===== src/rtl/lfr_pkg.sv =====
package lfr_pkg;
  // register addresses
  localparam int unsigned REG_FAULT_LOCK = 0;
  localparam int unsigned REG_CORE_LOCK  = 1;
  localparam int unsigned REG_SEC_LOCK   = 2;
  localparam int unsigned REG_ERASE      = 3;
  localparam int unsigned REG_MON_CFG    = 4;
  localparam int unsigned REG_COUNT      = 5;

  // field positions that other logic decodes
  localparam int unsigned MON_LOCK_BIT     = 2;
  localparam int unsigned ERASE_FULL_BIT   = 0;
  localparam int unsigned ERASE_TAMPER_BIT = 16;
  localparam int unsigned MON_EN_BIT       = 0;
  localparam int unsigned MON_LVL_LSB      = 1;
endpackage


===== src/rtl/lfr_sticky_bank.sv =====
module lfr_sticky_bank #(
  parameter int W = 4
) (
  input  logic         clk,
  input  logic         rst_n,
  input  logic         set_stb,
  input  logic [W-1:0] set_val,
  output logic [W-1:0] bits_q
);
  logic [W-1:0] set_req;
  assign set_req = set_stb ? set_val : '0;

  for (genvar i = 0; i < W; i++) begin : g_bit
    logic r;
    always_ff @(posedge clk or negedge rst_n) begin
      if (!rst_n)          r <= 1'b0;
      else if (set_req[i]) r <= 1'b1;
    end
    assign bits_q[i] = r;
  end

  // a lock bit never returns to 0 outside reset
  a_r1_never_clears: assert property (@(posedge clk) disable iff (!rst_n)
    ((bits_q & $past(bits_q)) == $past(bits_q)));
  // a bit only rises after a write carrying 1 in its position
  a_r1_set_by_write: assert property (@(posedge clk) disable iff (!rst_n)
    (((bits_q & ~$past(bits_q)) & ~$past(set_req)) == '0));
endmodule


===== src/rtl/lfr_erase_flag.sv =====
module lfr_erase_flag (
  input  logic clk,
  input  logic rst_n,
  input  logic hw_set,
  input  logic sw_clr,
  output logic flag_q
);
  always_ff @(posedge clk or negedge rst_n) begin
    if (!rst_n)      flag_q <= 1'b0;
    else if (hw_set) flag_q <= 1'b1;
    else if (sw_clr) flag_q <= 1'b0;
  end

  // hardware set beats a simultaneous clear
  a_r7_set_wins: assert property (@(posedge clk) disable iff (!rst_n)
    hw_set |=> flag_q);
  // write-1-to-clear alone empties the flag
  a_r5_w1c_clears: assert property (@(posedge clk) disable iff (!rst_n)
    (sw_clr && !hw_set) |=> !flag_q);
  // the flag rises only after a hardware set
  a_r6_rise_from_hw: assert property (@(posedge clk) disable iff (!rst_n)
    $rose(flag_q) |-> $past(hw_set));
endmodule


===== src/rtl/lfr_mon_cfg.sv =====
module lfr_mon_cfg #(
  parameter int LVL_W = 3
) (
  input  logic             clk,
  input  logic             rst_n,
  input  logic             wr_stb,
  input  logic             frozen,
  input  logic             en_d,
  input  logic [LVL_W-1:0] lvl_d,
  output logic             en_q,
  output logic [LVL_W-1:0] lvl_q
);
  logic wr_accept;
  assign wr_accept = wr_stb && !frozen;

  always_ff @(posedge clk or negedge rst_n) begin
    if (!rst_n) begin
      en_q  <= 1'b0;
      lvl_q <= '0;
    end else if (wr_accept) begin
      en_q  <= en_d;
      lvl_q <= lvl_d;
    end
  end

  // a frozen configuration holds its value
  a_r4_frozen_hold: assert property (@(posedge clk) disable iff (!rst_n)
    $past(frozen) |-> $stable({en_q, lvl_q}));
  // an unfrozen write lands in the next cycle
  a_r4_write_lands: assert property (@(posedge clk) disable iff (!rst_n)
    (wr_stb && !frozen) |=> (en_q == $past(en_d) && lvl_q == $past(lvl_d)));
endmodule


===== src/rtl/lfr_break_route.sv =====
module lfr_break_route #(
  parameter int N = 4
) (
  input  logic [N-1:0] src,
  input  logic [N-1:0] lock,
  output logic         brk
);
  function automatic logic gated_any(input logic [N-1:0] s, input logic [N-1:0] l);
    logic acc;
    acc = 1'b0;
    for (int i = 0; i < N; i++) acc = acc | (s[i] & l[i]);
    return acc;
  endfunction

  assign brk = gated_any(src, lock);
endmodule


===== src/rtl/lock_fault_router.sv =====
module lock_fault_router
  import lfr_pkg::*;
#(
  parameter int DATA_W  = 32,
  parameter int ADDR_W  = 3,
  parameter int FAULT_N = 4,
  parameter int CORE_N  = 2,
  parameter int SEC_N   = 3,
  parameter int LVL_W   = 3
) (
  input  logic               clk,
  input  logic               por_n,
  input  logic               sys_rst_n,
  input  logic               wr_en,
  input  logic [ADDR_W-1:0]  addr,
  input  logic [DATA_W-1:0]  wdata,
  output logic [DATA_W-1:0]  rdata,
  input  logic [FAULT_N-1:0] fault_src,
  input  logic               erase_full_done,
  input  logic               erase_tamper_done,
  output logic               brk_req,
  output logic               mon_en,
  output logic [LVL_W-1:0]   mon_level,
  output logic [CORE_N-1:0]  core_wr_inhibit,
  output logic [SEC_N-1:0]   sec_wr_inhibit
);
  localparam int NREG = REG_COUNT;

  // combined system domain: power-on reset also resets it
  logic sys_n;
  assign sys_n = por_n & sys_rst_n;

  // write decode, one strobe per register
  logic [NREG-1:0] wr_sel;
  for (genvar k = 0; k < NREG; k++) begin : g_dec
    assign wr_sel[k] = wr_en && (addr == ADDR_W'(k));
  end

  logic [FAULT_N-1:0] fault_lock;
  logic [CORE_N-1:0]  core_lock;
  logic [SEC_N-1:0]   sec_lock;

  lfr_sticky_bank #(.W(FAULT_N)) u_fault_lock (
    .clk(clk), .rst_n(sys_n), .set_stb(wr_sel[REG_FAULT_LOCK]),
    .set_val(wdata[FAULT_N-1:0]), .bits_q(fault_lock));

  lfr_sticky_bank #(.W(CORE_N)) u_core_lock (
    .clk(clk), .rst_n(sys_n), .set_stb(wr_sel[REG_CORE_LOCK]),
    .set_val(wdata[CORE_N-1:0]), .bits_q(core_lock));

  lfr_sticky_bank #(.W(SEC_N)) u_sec_lock (
    .clk(clk), .rst_n(sys_n), .set_stb(wr_sel[REG_SEC_LOCK]),
    .set_val(wdata[SEC_N-1:0]), .bits_q(sec_lock));

  assign core_wr_inhibit = core_lock;
  assign sec_wr_inhibit  = sec_lock;

  // erase flags in two reset domains
  logic clr_full, clr_tamper, erase_full, erase_tamper;
  assign clr_full   = wr_sel[REG_ERASE] && wdata[ERASE_FULL_BIT];
  assign clr_tamper = wr_sel[REG_ERASE] && wdata[ERASE_TAMPER_BIT];

  lfr_erase_flag u_erase_full (
    .clk(clk), .rst_n(por_n), .hw_set(erase_full_done),
    .sw_clr(clr_full), .flag_q(erase_full));

  lfr_erase_flag u_erase_tamper (
    .clk(clk), .rst_n(sys_n), .hw_set(erase_tamper_done),
    .sw_clr(clr_tamper), .flag_q(erase_tamper));

  // monitor configuration, frozen by its lock bit
  logic mon_frozen;
  assign mon_frozen = fault_lock[MON_LOCK_BIT];

  lfr_mon_cfg #(.LVL_W(LVL_W)) u_mon_cfg (
    .clk(clk), .rst_n(sys_n), .wr_stb(wr_sel[REG_MON_CFG]), .frozen(mon_frozen),
    .en_d(wdata[MON_EN_BIT]), .lvl_d(wdata[MON_LVL_LSB +: LVL_W]),
    .en_q(mon_en), .lvl_q(mon_level));

  // break routing, no register in the path
  lfr_break_route #(.N(FAULT_N)) u_break (
    .src(fault_src), .lock(fault_lock), .brk(brk_req));

  // read multiplexer
  always_comb begin
    rdata = '0;
    case (addr)
      ADDR_W'(REG_FAULT_LOCK): rdata[FAULT_N-1:0] = fault_lock;
      ADDR_W'(REG_CORE_LOCK):  rdata[CORE_N-1:0]  = core_lock;
      ADDR_W'(REG_SEC_LOCK):   rdata[SEC_N-1:0]   = sec_lock;
      ADDR_W'(REG_ERASE): begin
        rdata[ERASE_FULL_BIT]   = erase_full;
        rdata[ERASE_TAMPER_BIT] = erase_tamper;
      end
      ADDR_W'(REG_MON_CFG): begin
        rdata[MON_EN_BIT]              = mon_en;
        rdata[MON_LVL_LSB +: LVL_W]    = mon_level;
      end
      default: rdata = '0;
    endcase
  end

  logic unused_wdata;
  assign unused_wdata = ^wdata;

  // with nothing locked the break request stays low
  a_r3_unlocked_silent: assert property (@(posedge clk) disable iff (!sys_n)
    (fault_lock == '0) |-> !brk_req);
  // a locked, active source raises the break request at once
  a_r3_locked_fires: assert property (@(posedge clk) disable iff (!sys_n)
    ((fault_lock & fault_src) != '0) |-> brk_req);
  // a system reset alone does not disturb the full-erase flag
  a_r5_survives_sys_reset: assert property (@(posedge clk) disable iff (!por_n)
    (!$past(sys_rst_n) && !$past(erase_full_done) && !$past(clr_full)) |-> $stable(erase_full));
endmodule


===== config.mk =====
export PLATFORM = sky130hd
export DESIGN_NAME = lock_fault_router
export DESIGN_NICKNAME = d
export VERILOG_FILES = /design/src/rtl/lfr_pkg.sv /design/src/rtl/lfr_sticky_bank.sv /design/src/rtl/lfr_erase_flag.sv /design/src/rtl/lfr_mon_cfg.sv /design/src/rtl/lfr_break_route.sv /design/src/rtl/lock_fault_router.sv
export SDC_FILE = /design/constraint.sdc
export NUM_CORES = 1
export LEC_CHECK = 0
export ABC_AREA = 1
export BUFFER_PORTS_ARGS = -buffer_cell sky130_fd_sc_hd__buf_2
export CAP_MARGIN = 20
export CORE_UTILIZATION = 43
export DETAILED_ROUTE_END_ITERATION = 8
export HOLD_SLACK_MARGIN = 0.05
export PLACE_DENSITY_LB_ADDON = 0.12
export SLEW_MARGIN = 20
export SYNTH_ARGS = -nofsm -noshare
export SYNTH_HDL_FRONTEND = slang
export SYNTH_HIERARCHICAL = 1
export SYNTH_SLANG_ARGS = --single-unit

===== constraint.sdc =====
create_clock -name clk -period 2.7 [get_ports clk]
set_input_delay 0.54 -clock clk [delete_from_list [all_inputs] [get_ports clk]]
set_output_delay 0.54 -clock clk [all_outputs]
set_load 0.01 [all_outputs]

## Yosys cells after proc, flatten, opt, wreduce, memory -nomap -nowiden

Index checks and enable logic that the tools add are counted.

- Word-level logic and storage cells: 49
- Input bits: 45
- Output and inout port bits: 42
- Flip-flop bits (word level): 15

- Reduce and logical (&&, ||, !) cells: 12
- Bitwise operators: 8
- Multiplexer cells: 12
- Equal/unequal tests: 4

Operator list:

| cell | number |
|---|---|
| $logic_and 1x1->1 | 8 |
| $eq 3x2->1 const B | 2 |
| $and 1x1->1 | 5 |
| $mux 1 | 5 |
| $pmux 1 s5 | 1 |
| $mux 4 | 1 |
| $pmux 1 s4 | 1 |
| $reduce_bool 2->1 | 2 |
| $eq 3x1->1 const B | 1 |
| $eq 3x3->1 const B | 1 |
| $logic_not 3->1 | 1 |
| $mux 3 | 1 |
| $or 1x1->1 | 3 |
| $pmux 1 s3 | 1 |
| $mux 2 | 1 |
| $pmux 1 s2 | 1 |
| $logic_not 1->1 | 1 |

## Longest topological paths before layout

Gate-level depths: netlist (run 1).

- Depth after elaboration: 5
- Mapped depth: 7
- Depth with buffers taken out: 6

## Modules after synthesis

Netlist (run 1), hierarchy kept.

By module, submodules not included:

| module | seq. area each (um^2) | area an instance (um^2) | cells an instance | instances |
|---|---|---|---|---|
| lock_fault_router | 0.0 | 479.2 | 74 | 1 |
| lfr_sticky_bank at u_fault_lock | 100.1 | 175.2 | 20 | 1 |
| lfr_mon_cfg | 100.1 | 160.2 | 18 | 1 |
| lfr_sticky_bank at u_sec_lock | 75.1 | 131.4 | 15 | 1 |
| lfr_sticky_bank at u_core_lock | 50.0 | 87.6 | 10 | 1 |
| lfr_erase_flag | 25.0 | 40.0 | 5 | 2 |
| lfr_break_route | 0.0 | 33.8 | 9 | 1 |

## Worst setup path after synthesis (run 1)

No wires, ideal clock.

- Path type: input port to output port
- Start point: input port addr[0]
- End point: output port rdata[0]
- Path buffers: 1
- Cell stages on the path: 6
- Setup slack: 1,093 ps
- Arrival: 1,067 ps
- Required time: 2,160 ps
- Path through: buf_6 > nor2_4 > nand2_1 > nor2_1 > nor2_1 > nand2_1

- Cells in the longest elaborated chain, start to end: 2
- Elaborated cells on any way between the ends: 6
- Classes of those cells: 4 x eq/ne; 1 x mux; 1 x reduce/logical

Ends and longest elaborated chain:

| item | line | text |
|---|---|---|
| from (decl) | lock_fault_router.sv:15 | `input logic [ADDR_W-1:0] addr,` |
| $eq 3x3->1, or another cell as far along | lock_fault_router.sv:87 | `case (addr)` |
| $pmux 1 s5 * | lock_fault_router.sv:87 |  |
| to (decl) | lock_fault_router.sv:17 | `output logic [DATA_W-1:0] rdata,` |

Mark *: on every way between the ends. The rest lies on a longest branch, timed or not.

## Final worst setup path (run 1)

- Start point: input port addr[2]
- End point: output port rdata[0]

Same word-level chain as after synthesis.

==> results.yml, run 1 <==
status:
  status: "completed"
cts:
  h-tree-depth: 1
  cts_tree: "built"
  cts_resized: 0
  cts_root_buf: "clkbuf_4"
  clk_latency_ns: 0.28
  clock-sinks: 15
  numCtsBuffers: 3
  cts_buffer_depth: 2
  path_clk_slew_ns: 0.08
worst_hold_path:
  hp-class: "in2async"
sta:
  rsz0062_at_grt: "false"
  min_period_ns: 1.88
  finalHoldViolations: 0
  tns_ns: 0
  drv_slew: 0
  fmax_mhz: 533
  tightest_slew_ns: 0.535
  clock_skew_ns: 0.00195
  holdWs_ns: 0.300
  final-setup-viol-count: 0
  relSlewSlack: 0.643
  fin_crit_sh: 0.695
final_layout:
  stdcell_count: 210
  multi_input_area_um2: 475
  nFillCells: 265
  fin_area_um2: 1170
  layout-drive-gt1-share: 0.239
  layout_commonest_cell: "nand2_1"
  area_growth_pct: 2.40
  final_cell_mix: "nand2_1, buf_2, conb_1"
  register_area_um2: 375
  layout.nets: 226
  antenna_cells: 0
global_route:
  grt_pass1_wl_um: 3460
  grt_util_all_layers: 0.173
  grt_overflow: 0
  first_global_vias: 815
  grt_antenna_before_repair: 0
  grt_max_degree: 15
power_and_ir_drop:
  cellPowerDensity_nw_per_um2: 369
  ir_worst_vdd_v: 0.000296
  total_power_uw: 433
  p_leak_nw: 0.740
die:
  start_util: 0.459
  row_count: 18
  fp.dieW_um: 53.7
  ios: 87
  die-area_um2: 2880
  core-area_um2: 2500
  chipHeight_um: 53.7
critical_path:
  critPathKind: "in2out"
  critPathRequiredTime_ns: 2.16
  arrival_ns: 1.34
  critPathMaxFanout: 8
  start_kind: "input pin"
  end_kind: "output pin"
drt:
  num_vias: 914
  drcViolationCount: 0
  ant_nets: 0
  wl_um: 2120
  wl_per_cell_um: 10.1
  viasPerCell: 4.35
  firstDrtPassIters: 4
  drtIter0Drc: 20
synthesis:
  ys_seq_elements: 15
  yosysSeqAreaShare: 0.327
  yosys_warnings: 6
  syn_inst: 156
  syn_area_um2: 1150
  yosys.cell_types.count: 17
  syn_area_per_cell_um2: 7.35
place:
  place_area_um2: 1140
  place_inst: 205
  port_buffers: 32
  hpwl_um: 1680
  gp_congestion: 0.855
flow_run:
  maxCapViolCount: 0
==> cell usage after synthesis <==
cell,number,area (um2)
nor3b_2,1,12.5
nor4_2,1,12.5
buf_6,3,33.8
nor2_8,1,20.0
buf_4,36,270
nand4_1,6,37.5
nor2_1,6,22.5
inv_1,22,82.6
conb_1,1,3.75
nand3_1,14,70.1
nand3_2,1,10.0
nand2_2,1,6.26
inv_2,2,7.51
dfrtp_1,15,375
nor4_1,1,6.26
nand2_1,44,165
nor2_4,1,11.3
==> registers in the layout, indices dropped and copies added, names as in the netlist <==
signal	cells
u_fault_lock/g_bit.r	4
u_mon_cfg/lvl_q	3
u_sec_lock/g_bit.r	3
u_core_lock/g_bit.r	2
u_erase_full/flag_q	1
u_erase_tamper/flag_q	1
u_mon_cfg/en_q	1
==> repair_timing <==
| item | in CTS | in global routing |
|---|---|---|
| endpoints found under the hold margin | 1 | 0 |
| buffers inserted | 0 | 0 |
| hold buffers | 1 | 0 |
==> critical path, stage by stage <==
cell	delay, ns
buf_2	0.24
inv_2	0.13
nand2_1	0.11
nor2_1	0.04
nor2_1	0.09
nand2_1	0.05
buf_2	0.13
==> per-layer routing <==
metal | vias to the layer above | GRT usage | wire length, um
met5 | - | 0 | 0
met4 | 0 | 0.0658 | 30
met3 | 5 | 0.0367 | 128
met2 | 40 | 0.292 | 1010
met1 | 408 | 0.216 | 946
li1 | 461 | - | -
==> cell type report <==
| cell class | count | share of cell area |
|---|---|---|
| Timing Repair Buffer | 33 | 0.145 |
| Multi-Input combinational cell | 104 | 0.405 |
| Tap cell | 30 | 0.0319 |
| Inverter | 24 | 0.0767 |
| Clock buffer | 4 | 0.0224 |
| Sequential cell | 15 | 0.319 |
==> path summary, 6_finish.rpt <==
check,startpoint,to,slack (ns),cells after the start
worst min register to register,u_erase_tamper/flag_q$_DFFE_PN0P_,u_erase_tamper/flag_q$_DFFE_PN0P_,0.47,2
worst max register to register,u_fault_lock/g_bit[2].r$_DFFE_PN0P_,u_mon_cfg/lvl_q[2]$_DFFE_PN0P_,1.79,4
worst min-delay path,sys_rst_n,u_erase_tamper/flag_q$_DFFE_PN0P_,0.30,3
max in group asynchronous,por_n,u_mon_cfg/lvl_q[0]$_DFFE_PN0P_,1.46,4
worst max-delay path,addr[2],rdata[0],0.82,7
min in group clk,erase_full_done,u_erase_full/flag_q$_DFFE_PN0P_,0.44,3
==> power by group <==
| part | leakage, nW | internal [mW] | switching [mW] |
|---|---|---|---|
| combinational | 0.559 | 0.0237 | 0.0572 |
| clock | 0.0150 | 0.0574 | 0.0697 |
| sequential | 0.166 | 0.225 | 0.000344 |
| total | 0.740 | 0.306 | 0.127 |
==> logic make-up (layout without fill, tap and decap cells) <==
kind of cell | Yosys count | in the layout | share of synthesized area
and+or+nand+nor | 77 | 77 | 0.326
buffers and inverters | 63 | 61 | 0.344
DFF | 15 | 15 | 0.327
other | 1 | 27 | 0.00327
==> through the flow <==
stage / setup slack [ns] / util
3_5_place_dp: 0.821 / 0.455
4_1_cts: 0.829 / 0.470
6_report: 0.823 / 0.470
5_1_grt: 0.720 / 0.470
2_1_floorplan: 1.09 / -
3_3_place_gp: 0.834 / 0.455
(Power assumes the default switching activity.)
==> run 2, diff against run 1 <==
--- a/config.mk
+++ b/config.mk
@@ -5,10 +5,10 @@
 export SDC_FILE = /design/constraint.sdc
 export NUM_CORES = 1
 export LEC_CHECK = 0
-export ABC_AREA = 1
+export ABC_AREA = 0
 export BUFFER_PORTS_ARGS = -buffer_cell sky130_fd_sc_hd__buf_2
 export CAP_MARGIN = 20
-export CORE_UTILIZATION = 43
+export CORE_UTILIZATION = 35
 export DETAILED_ROUTE_END_ITERATION = 8
 export HOLD_SLACK_MARGIN = 0.05
 export PLACE_DENSITY_LB_ADDON = 0.12
==> constraint.sdc (replaced) <==
create_clock -name clk -period 1.6 [get_ports clk]
set_input_delay 0.32 -clock clk [delete_from_list [all_inputs] [get_ports clk]]
set_output_delay 0.32 -clock clk [all_outputs]
set_load 0.01 [all_outputs]
==> results.yml, run 2 <==
status:
  status: "finished, violations left"
  violations: "design-rule violations, negative setup slack"
synthesis:
  syn_area_um2: 1080
  syn_area_per_cell_um2: 10.3
  synth_area_leaders: "dfrtp_1, buf_4, a21o_1"
  synth.largest_area_cell: "dfrtp_1"
  synth-async-reset-ratio: 1.00
  synth_top_flop_cell: "dfrtp_1"
  yosysSeqAreaShare: 0.348
  yosysMostFrequentCell: "buf_4"
  syn_inst: 105
  yosys.cell_types.count: 28
  synth_common_cells: "buf_4, dfrtp_1, a21o_1"
  synth_top_area_frac: 0.348
  ys_seq_elements: 15
  synth_edf_count: 0
  yosys_warnings: 6
critical_path:
  critPathRequiredTime_ns: 1.28
  arrival_ns: 1.30
  critPathMaxFanout: 2
  reg2reg_slack_ns: 0.49
  timing.rr.start: "u_fault_lock/g_bit[2].r$_DFFE_PN0P_"
  reg2regPathDepth: 2
  start_kind: "flop"
  end_kind: "output pin"
  critPathKind: "reg2out"
  rr_endpoint: "u_mon_cfg/en_q$_DFFE_PN0P_"
sta:
  min_period_ns: 1.62
  tns_ns: -0.0248
  final-setup-viol-count: 1
  fin_crit_sh: 1.02
  clock_skew_ns: 0.00880
  worst_slack_ns: -0.0248
  fmax_mhz: 615
  drv_slew: 0
  rsz0062_at_grt: "true"
  finalHoldViolations: 0
power_and_ir_drop:
  p_leak_nw: 0.633
  ir_worst_vdd_v: 0.000473
  cellPowerDensity_nw_per_um2: 958
drt:
  ant_nets: 0
  drcViolationCount: 6
  drtIter0Drc: 17
  wl_per_cell_um: 11.6
  num_vias: 742
  viasPerCell: 4.39
  wl_um: 1970
  firstDrtPassIters: 8
final_layout:
  postLayoutCoreUtil: 0.419
  area_growth_pct: 9.98
  fin_area_um2: 1190
  layout_commonest_cell: "buf_2"
  largest-register: "u_fault_lock/g_bit.r"
  antenna_cells: 0
  reg_top3: "u_fault_lock/g_bit.r (4), u_mon_cfg/lvl_q (3), u_sec_lock/g_bit.r (3)"
  layout-drive-gt1-share: 0.399
  stdcell_count: 169
  largest_reg_flops: 4
  final_cell_mix: "buf_2, conb_1, dfrtp_1"
  layout.nets: 184
cts:
  h-tree-depth: 1
  cts_root_buf: "clkbuf_4"
  numCtsBuffers: 3
  clock-sinks: 15
  cts_buffer_depth: 2
  path_clk_slew_ns: 0.10
  cts_tree: "built"
  clk_latency_ns: 0.30
place:
  port_buffers: 32
  place_ws_ns: 0.0415
  gp_congestion: 0.704
  place_area_um2: 1100
  place_inst: 159
  hpwl_um: 1540
die:
  die-area_um2: 3310
  chipHeight_um: 57.5
  start_util: 0.381
  ios: 87
  row_count: 19
  fp.dieW_um: 57.5
  core-area_um2: 2830
global_route:
  grt_util_all_layers: 0.129
  grt_overflow: 0
  first_global_vias: 705
  grt_antenna_before_repair: 0
  grt_max_degree: 14
  grt_pass1_wl_um: 3170
worst_hold_path:
  min_from: "erase_tamper_done"
  hp-class: "in2reg"
  holdPathEnd: "u_erase_tamper/flag_q$_DFFE_PN0P_"
  holdPathStages: 2
flow_run:
  maxCapViolCount: 0
[run 2: cell types whose count changed in the layout (fill, tap and decap cells not counted), moves of 4 or more]
cell     delta
mux2i_1     +5
nand2_1    -42
a21o_1     +11
nand3_1    -14
mux2_4      +4
inv_1      -20
nand4_1     -6
buf_4       +9
[run 2: cell families after synthesis]
kind of cell	Yosys count	synth area share
compound gates	16	0.111
buf+inv	42	0.297
flops	15	0.348
mux	9	0.102
other cells	1	0.00348
simple gates	22	0.138
[run 2: final cells by class]
| class | instances | area, um2 |
|---|---|---|
| fill | 301 | 1640 |
| multi-input combinational | 74 | 485 |
| clock inverter | 1 | 7.51 |
| tap | 31 | 38.8 |
| clock buffer | 3 | 22.5 |
| timing repair buffer | 43 | 248 |
| sequential | 15 | 377 |
| inverter | 2 | 7.51 |
[run 2: power breakdown]
part	switching (mW)	internal [mW]
logic	0.180	0.205
clock network	0.138	0.0953
registers	0.0601	0.458
total	0.378	0.759
[run 2: what timing repair did]
item                                    4_1_cts  5_1_grt
hold buffers                                  2        0
gates resized for setup                       0        2
endpoints found under the setup margin        2        4
gates cloned                                  0        0
pin swaps                                     2        1
endpoints found under the hold margin         8        0
buffers inserted                              4        0
[run 2: critical path, stage by stage, from the launching register on]
cell	delay, ns
dfrtp_1	0.40
mux2i_1	0.16
nor3_1	0.08
a211o_1	0.23
buf_2	0.14
[run 2: worst max-delay path by stage]
| stage | start | to | slack (ns) | depth (start not counted) |
|---|---|---|---|---|
| 3_5_place_dp | addr[1] | rdata[0] | 0.04 | 5 |
| 3_3_place_gp | addr[1] | rdata[0] | 0.04 | 5 |
| 4_1_cts | u_erase_full/flag_q$_DFFE_PN0P_ | rdata[0] | -0.05 | 4 |
| 2_1_floorplan | addr[1] | u_mon_cfg/en_q$_DFFE_PN0P_ | 0.26 | 5 |
| 6_report | u_sec_lock/g_bit[0].r$_DFFE_PN0P_ | rdata[0] | -0.02 | 4 |
| 5_1_grt | u_fault_lock/g_bit[0].r$_DFFE_PN0P_ | rdata[0] | -0.12 | 4 |
[run 2: metal layers]
metal | up-vias | global-route usage | part of all wire
met4 | 0 | 0.0314 | 0.0097
met2 | 38 | 0.204 | 0.46
met5 | - | 0 | 0
met1 | 344 | 0.167 | 0.46
li1 | 358 | - | -
met3 | 2 | 0.0476 | 0.069
[run 2: metrics by stage]
step           total power [mW]  hold WS, ns
6_report                   1.14        0.201
5_1_grt                    1.22        0.191
4_1_cts                    1.15        0.189
3_5_place_dp              0.882        0.102
3_3_place_gp              0.877        0.101
2_1_floorplan             0.851       0.0244
==> run 3, diff against run 2 <==
--- a/config.mk
+++ b/config.mk
@@ -11,7 +11,8 @@
 export CORE_UTILIZATION = 35
 export DETAILED_ROUTE_END_ITERATION = 8
 export HOLD_SLACK_MARGIN = 0.05
-export PLACE_DENSITY_LB_ADDON = 0.12
+export PLACE_DENSITY = 0.76
+export SKIP_LAST_GASP = 1
 export SLEW_MARGIN = 20
 export SYNTH_ARGS = -nofsm -noshare
 export SYNTH_HDL_FRONTEND = slang
==> results.yml, run 3 (same netlist as run 2, synthesis figures left out) <==
sta:
  worst_slack_ns: 0.0248
  fin_crit_sh: 0.984
  tightest_slew_ns: 0.644
  tns_ns: 0
  rsz0062_at_grt: "true"
  drv_slew: 0
  min_period_ns: 1.58
  finalHoldViolations: 0
  relSlewSlack: 0.571
  clock_skew_ns: 0.00389
  holdWs_ns: 0.138
  final-setup-viol-count: 0
  fmax_mhz: 635
drt:
  num_vias: 771
  viasPerCell: 4.59
  ant_nets: 0
  wl_per_cell_um: 11.9
  drcViolationCount: 9
  wl_um: 2000
  firstDrtPassIters: 8
  drtIter0Drc: 23
final_layout:
  reg_top3: "u_fault_lock/g_bit.r (4), u_mon_cfg/lvl_q (3), u_sec_lock/g_bit.r (3)"
  antenna_cells: 0
  layout-drive-gt1-share: 0.401
  layout_commonest_cell: "buf_2"
  largest_reg_flops: 4
  largest-register: "u_fault_lock/g_bit.r"
  nFillCells: 285
  area_growth_pct: 8.82
  final_cell_mix: "buf_2, conb_1, dfrtp_1"
  fin_area_um2: 1170
  layout.nets: 183
  postLayoutCoreUtil: 0.415
critical_path:
  critPathBufInv: 1
  timing.rr.start: "u_fault_lock/g_bit[2].r$_DFFE_PN0P_"
  start_kind: "flop"
  cpMaxStageDelayCell: "dfrtp_1"
  worst-path-stages: 4
  reg2reg_slack_ns: 0.49
  rr_endpoint: "u_mon_cfg/lvl_q[0]$_DFFE_PN0P_"
  critPathKind: "reg2out"
  critPathMaxFanout: 2
  critPathRequiredTime_ns: 1.28
  critPathTopFamily: "flip-flops"
  reg2regPathDepth: 2
  cpPeakStageDelay_ns: 0.39
  crit_chain: "mux2i_1 > nor3_1 > a211o_1 > buf_2"
  end_kind: "output pin"
  arrival_ns: 1.26
global_route:
  grt_pass1_wl_um: 3270
  grt_antenna_before_repair: 0
  grt_max_degree: 15
  grt_util_all_layers: 0.129
  first_global_vias: 709
  grt_overflow: 0
cts:
  cts_root_buf: "clkbuf_4"
  clock-sinks: 15
  cts_buffer_depth: 2
  cts_tree: "built"
  h-tree-depth: 1
  path_clk_slew_ns: 0.09
  clk_latency_ns: 0.29
  numCtsBuffers: 3
place:
  hpwl_um: 1450
  port_buffers: 32
  place_area_um2: 1080
  place_ws_ns: 0.0715
  gp_congestion: 0.756
die:
  fp.dieW_um: 57.5
  die-area_um2: 3310
  row_count: 19
  ios: 87
  core-area_um2: 2830
  chipHeight_um: 57.5
  start_util: 0.381
flow_run:
  maxCapViolCount: 0
status:
  violations: "design-rule violations"
  status: "finished, violations left"
power_and_ir_drop:
  p_leak_nw: 0.631
  ir_worst_vdd_v: 0.000563
  cellPowerDensity_nw_per_um2: 975
worst_hold_path:
  hp-class: "in2async"
## run 3: cell types whose count changed in the layout (fill, tap and decap cells not counted)
| cell | change |
|---|---|
| clkinv_2 | +1 |
| clkinvlp_4 | -1 |
| dlygate4sd3_1 | -1 |
## run 3: how the worst max path moves through the flow
| stage | from | to | slack (ns) |
|---|---|---|---|
| 2_1_floorplan | addr[1] | u_mon_cfg/en_q$_DFFE_PN0P_ | 0.26 |
| 3_3_place_gp | addr[1] | rdata[0] | 0.07 |
| 3_5_place_dp | addr[1] | rdata[0] | 0.07 |
| 4_1_cts | u_erase_full/flag_q$_DFFE_PN0P_ | rdata[0] | -0.03 |
| 5_1_grt | u_erase_full/flag_q$_DFFE_PN0P_ | rdata[0] | -0.06 |
| 6_report | u_sec_lock/g_bit[0].r$_DFFE_PN0P_ | rdata[0] | 0.02 |
## run 3: what timing repair did
item,in CTS,in global routing
buffers inserted,3,4
pin swaps,2,2
endpoints found under the hold margin,1,0
hold buffers,1,0
gates cloned,0,0
resized for setup,0,2
endpoints found under the setup margin,1,4
## run 3: metrics by stage
step	std cells	power (mW)
global route	168	1.21
CTS	164	1.13
floorplan	131	0.851
detailed placement	156	0.878
global placement	156	0.868
finish	168	1.14
## run 3: layer usage
metal,track usage,routed length [um]
met1,0.162,914
met2,0.214,914
met3,0.0476,172
met4,0.0209,0
met5,0,0
## run 3: area by class of cell
| type | instances | area [um2] | share of cell area |
|---|---|---|---|
| clock buffers | 3 | 22.5 | 0.0192 |
| clock inverters | 1 | 5.00 | 0.00426 |
| inverters | 2 | 7.51 | 0.00640 |
| multi-input cells | 74 | 485 | 0.414 |
| flip-flops and latches | 15 | 377 | 0.321 |
| well taps | 31 | 38.8 | 0.0330 |
| repair buffers | 42 | 238 | 0.203 |
## run 3: power by group
part           internal, mW  switching (mW)
Clock                0.0931           0.130
Sequential            0.458          0.0609
Combinational         0.215           0.186
Total                 0.767           0.377
